===== src/rtl/pmp_chk_pkg.sv =====
// Package: shared bit positions and encodings for the access permission checker.
// Assumes a configuration byte of {lock, 2'bx, mode[1:0], X, W, R}.
package pmp_chk_pkg;
    localparam int CFG_W      = 8;
    localparam int PERM_W     = 3;
    localparam int CFG_LOCK   = 7;
    localparam int CFG_MODE_H = 4;
    localparam int CFG_MODE_L = 3;
    localparam int PB_R       = 0;
    localparam int PB_W       = 1;
    localparam int PB_X       = 2;
    localparam logic [1:0] MODE_MACHINE = 2'd3;

    typedef logic [PERM_W-1:0] perm_t;

    localparam perm_t PERM_NONE = 3'b000;
    localparam perm_t PERM_R    = 3'b001;
    localparam perm_t PERM_RW   = 3'b011;
    localparam perm_t PERM_X    = 3'b100;
    localparam perm_t PERM_RX   = 3'b101;
    localparam perm_t PERM_RWX  = 3'b111;
endpackage


===== src/rtl/pmp_entry_perm.sv =====
// Module: per-entry permission lookup. Produces the mask this entry would grant
// under the classic rules or, with lockdown on, under the lockdown table.
// Assumes rwx is {X,W,R} and is_m marks machine mode.
module pmp_entry_perm
    import pmp_chk_pkg::*;
(
    input  logic  lock_bit,
    input  perm_t rwx,
    input  logic  is_m,
    input  logic  lockdown,
    input  logic  lock_bypass,
    output perm_t grant
);
    logic  shared_wo;
    logic  all_set;
    perm_t m_grant;
    perm_t su_grant;

    // Lockdown grants: shared codes first, then locked-to-M / unlocked-to-S/U.
    always_comb begin
        shared_wo = !rwx[PB_R] && rwx[PB_W];
        all_set   = lock_bit && (rwx == PERM_RWX);
        if (shared_wo) begin
            unique case ({lock_bit, rwx[PB_X]})
                2'b00:   begin m_grant = PERM_RW; su_grant = PERM_R;  end
                2'b01:   begin m_grant = PERM_RW; su_grant = PERM_RW; end
                2'b10:   begin m_grant = PERM_X;  su_grant = PERM_X;  end
                default: begin m_grant = PERM_RX; su_grant = PERM_X;  end
            endcase
        end else if (all_set) begin
            m_grant  = PERM_R;
            su_grant = PERM_R;
        end else if (lock_bit) begin
            m_grant  = rwx;
            su_grant = PERM_NONE;
        end else begin
            m_grant  = PERM_NONE;
            su_grant = rwx;
        end
    end

    // Pick the classic or lockdown result for the current mode.
    always_comb begin
        if (!lockdown) begin
            grant = (is_m && (!lock_bit || lock_bypass)) ? PERM_RWX : rwx;
        end else begin
            grant = is_m ? m_grant : su_grant;
        end
    end
endmodule


===== config.mk =====
export PLATFORM = sky130hd
export DESIGN_NAME = pmp_entry_perm
export DESIGN_NICKNAME = d
export VERILOG_FILES = /design/src/rtl/pmp_chk_pkg.sv /design/src/rtl/pmp_entry_perm.sv
export SDC_FILE = /design/constraint.sdc
export NUM_CORES = 1
export LEC_CHECK = 0
export BUFFER_PORTS_ARGS = -buffer_cell sky130_fd_sc_hd__buf_2
export CAP_MARGIN = 10
export CORE_AREA = 2 2 39 41
export DETAILED_ROUTE_END_ITERATION = 8
export DIE_AREA = 0 0 41 43
export PLACE_DENSITY = 0.34
export SYNTH_ARGS = -nofsm -noshare
export SYNTH_HDL_FRONTEND = slang
export SYNTH_SLANG_ARGS = --single-unit

===== constraint.sdc =====
create_clock -name vclk -period 1.5
set_clock_uncertainty 0.05 [all_clocks]
set_input_delay 0.3 -clock vclk [all_inputs]
set_output_delay 0.3 -clock vclk [all_outputs]
set_load 0.1 [all_outputs]

==> run_results.csv <==
group,metric,value,unit
synthesis,ys_types,16,
die,dieHeight,43,um
critical_path,cp-end-kind,"primary output",
pwr,vdd_drop_max,0.0001915,V
global_routing,antenna_found_initial,0,
timing,hold_ws,1.011,ns
placement,hpwl,475.4,um
drt,drc_errors,0,
drt,wl,535,um
final_layout,final_util,29.29,%
synthesis,synth_area,140.1,um2
synthesis,synth_fp_nets,30,
timing,slew_headroom,85.13,%
final_layout,diodes,0,
final_layout,fin_area,405.4,um2
final_layout,area.growth.synth_to_final,189.3,%
drt,num_vias,247,
critical_path,critPathKind,"input pin to primary output",
critical_path,crit_path_max_fanout,7,
final_layout,seq_cell_count,0,
run_status,violations,"negative setup slack",
critical_path,cp_top_family,"compound AO/OA/AOI/OAI gates",
global_routing,grt_use_total,7.293,%
timing,fin_ws,-0.06854,ns
placement,numPortBuffers,10,
drt,wl_per_cell,9.386,um
timing,max_freq,637.5,MHz
run,drv_cap,0,
placement,dpl.cell_count,57,
synthesis,yosys_warnings,0,
die,core,1384,um2
die,row_count,14,
timing,slew_violations,0,
placement,place.gp.congestion,0.6866,
global_routing,grt_max_degree,8,
drt,ant_nets,0,
pwr,leakage,0.0001622,uW
timing,worst_pin_slew,0.2223,ns
critical_path,path_buf_inv,2,
final_layout,instances_no_fill,57,
timing,timing.final.crit_period,1.569,ns
timing,setup_viol,2,
run_status,status,"finished with violations",
critical_path,slowest_stage,"o32a_1",
timing,rsz0062_at_grt,"yes",
global_routing,grt_pass1_wl,972,um
die,initial_core_util,10.13,%
worst_hold_path,min_path_type,"input pin to primary output",
global_routing,grt_pass1_vias,239,
critical_path,required,1.15,ns
global_routing,grt-ovfl-total,0,
timing,hold_viol_final,0,
synthesis,synth_seq_area_share,0,%
final_layout,finalNetCount,50,
drt,drt-pass1-iter-count,1,
timing,period_share,104.6,%
cts,cts_hold_buffers,0,
pwr,powerDensity,471.7,nW/um2
die,die_x,41,um
die,die_area,1763,um2
final_layout,clkbuf_count,0,
placement,placed_area,375.4,um2
critical_path,slowest_delay,0.32,ns
critical_path,worst-endpoint-arrival,1.22,ns
drt,drt_iter0_drc,0,
final_layout,seq_area,0,um2
synthesis,netlist_instances,23,
die,ios,10,
final_layout,drive_gt1_share,75.61,%
critical_path,worstSetupStartpointType,"input pin",
placement,place_ws,-0.1174,ns
critical_path,worstPathCellList,"buf_6 -> a21boi_1 -> o32a_1 -> a31oi_4 -> buf_12",
synthesis,syn_area_per_cell,6.093,um2
drt,via_per_inst,4.333,
-- power by group --
| group | switching, uW | internal (uW) | total, uW |
|---|---|---|---|
| Combinational | 110 | 81.0 | 191 |
| Clock | 0 | 0 | 0 |
| Sequential | 0 | 0 | 0 |
-- stage by stage --
| step | TNS (ns) | total power [uW] |
|---|---|---|
| 2_1_floorplan | -0.3731 | 104.3 |
| 3_3_place_gp | -0.2556 | 181.4 |
| 3_5_place_dp | -0.3062 | 182.7 |
| 4_1_cts | -0.1024 | 192.4 |
| 5_1_grt | -0.2053 | 200.8 |
| 6_report | -0.07653 | 191.2 |
-- placed cells by master, fill, tap and decap left out, drive strengths merged --
| master | Yosys | layout |
|---|---|---|
| nand2 | 2 | 2 |
| a21boi | 1 | 1 |
| and2b | 1 | 1 |
| nor2 | 2 | 2 |
| a21oi | 2 | 2 |
| nand3b | 1 | 1 |
| o21ai | 4 | 4 |
| inv | 2 | 2 |
| nand2b | 1 | 1 |
| a32oi | 2 | 2 |
| a31oi | 1 | 1 |
| buf | 0 | 18 |
| and3b | 1 | 1 |
| a211oi | 1 | 1 |
| o32a | 1 | 1 |
| nor2b | 1 | 1 |
-- timing repair --
action,in CTS,in global routing
buffers inserted,0,0
gates resized for setup,10,1
gates cloned,0,0
setup endpoints to repair,3,3
pin swaps,4,1
-- per-layer routing --
metal,share of wire [%],vias up,GRT usage [%]
li1,-,128,-
met1,42,113,10.13
met2,54,6,12.81
met3,3.6,0,0
met4,0,0,0
met5,0,-,0
-- cell families (layout without fill, tap and decap cells) --
family / after synthesis / after routing / synth area share [%]
AND/OR/NAND/NOR: 9 / 9 / 38.41
buffers and inverters: 2 / 20 / 5.352
AO/OA/AOI/OAI: 12 / 12 / 56.26
-- path summary, 6_finish.rpt --
| check | cells after the start | slack (ns) | start | endpoint |
|---|---|---|---|---|
| hold / removal | 4 | 1.01 | lock_bit | grant[2] |
| setup / recovery | 5 | -0.07 | lock_bit | grant[0] |
-- layout make-up --
class	instances	area [um2]
inverter	2	7.507
fill	153	978.4
multi-input combinational	21	214.0
timing repair buffer	18	163.9
tap	16	20.02
-- Yosys cell counts (all sizes together) --
cell type / instances / share of area (%)
a211oi: 1 / 5.4
inv: 2 / 5.4
a21oi: 2 / 7.1
and2b: 1 / 6.3
nand2b: 1 / 4.5
a32oi: 2 / 13
nand3b: 1 / 5.4
a31oi: 1 / 4.5
nor2b: 1 / 4.5
o32a: 1 / 7.1
nor2: 2 / 5.4
o21ai: 4 / 14
a21boi: 1 / 5.4
and3b: 1 / 7.1
nand2: 2 / 5.4
Note: power is estimated with default switching activity, not from simulation.
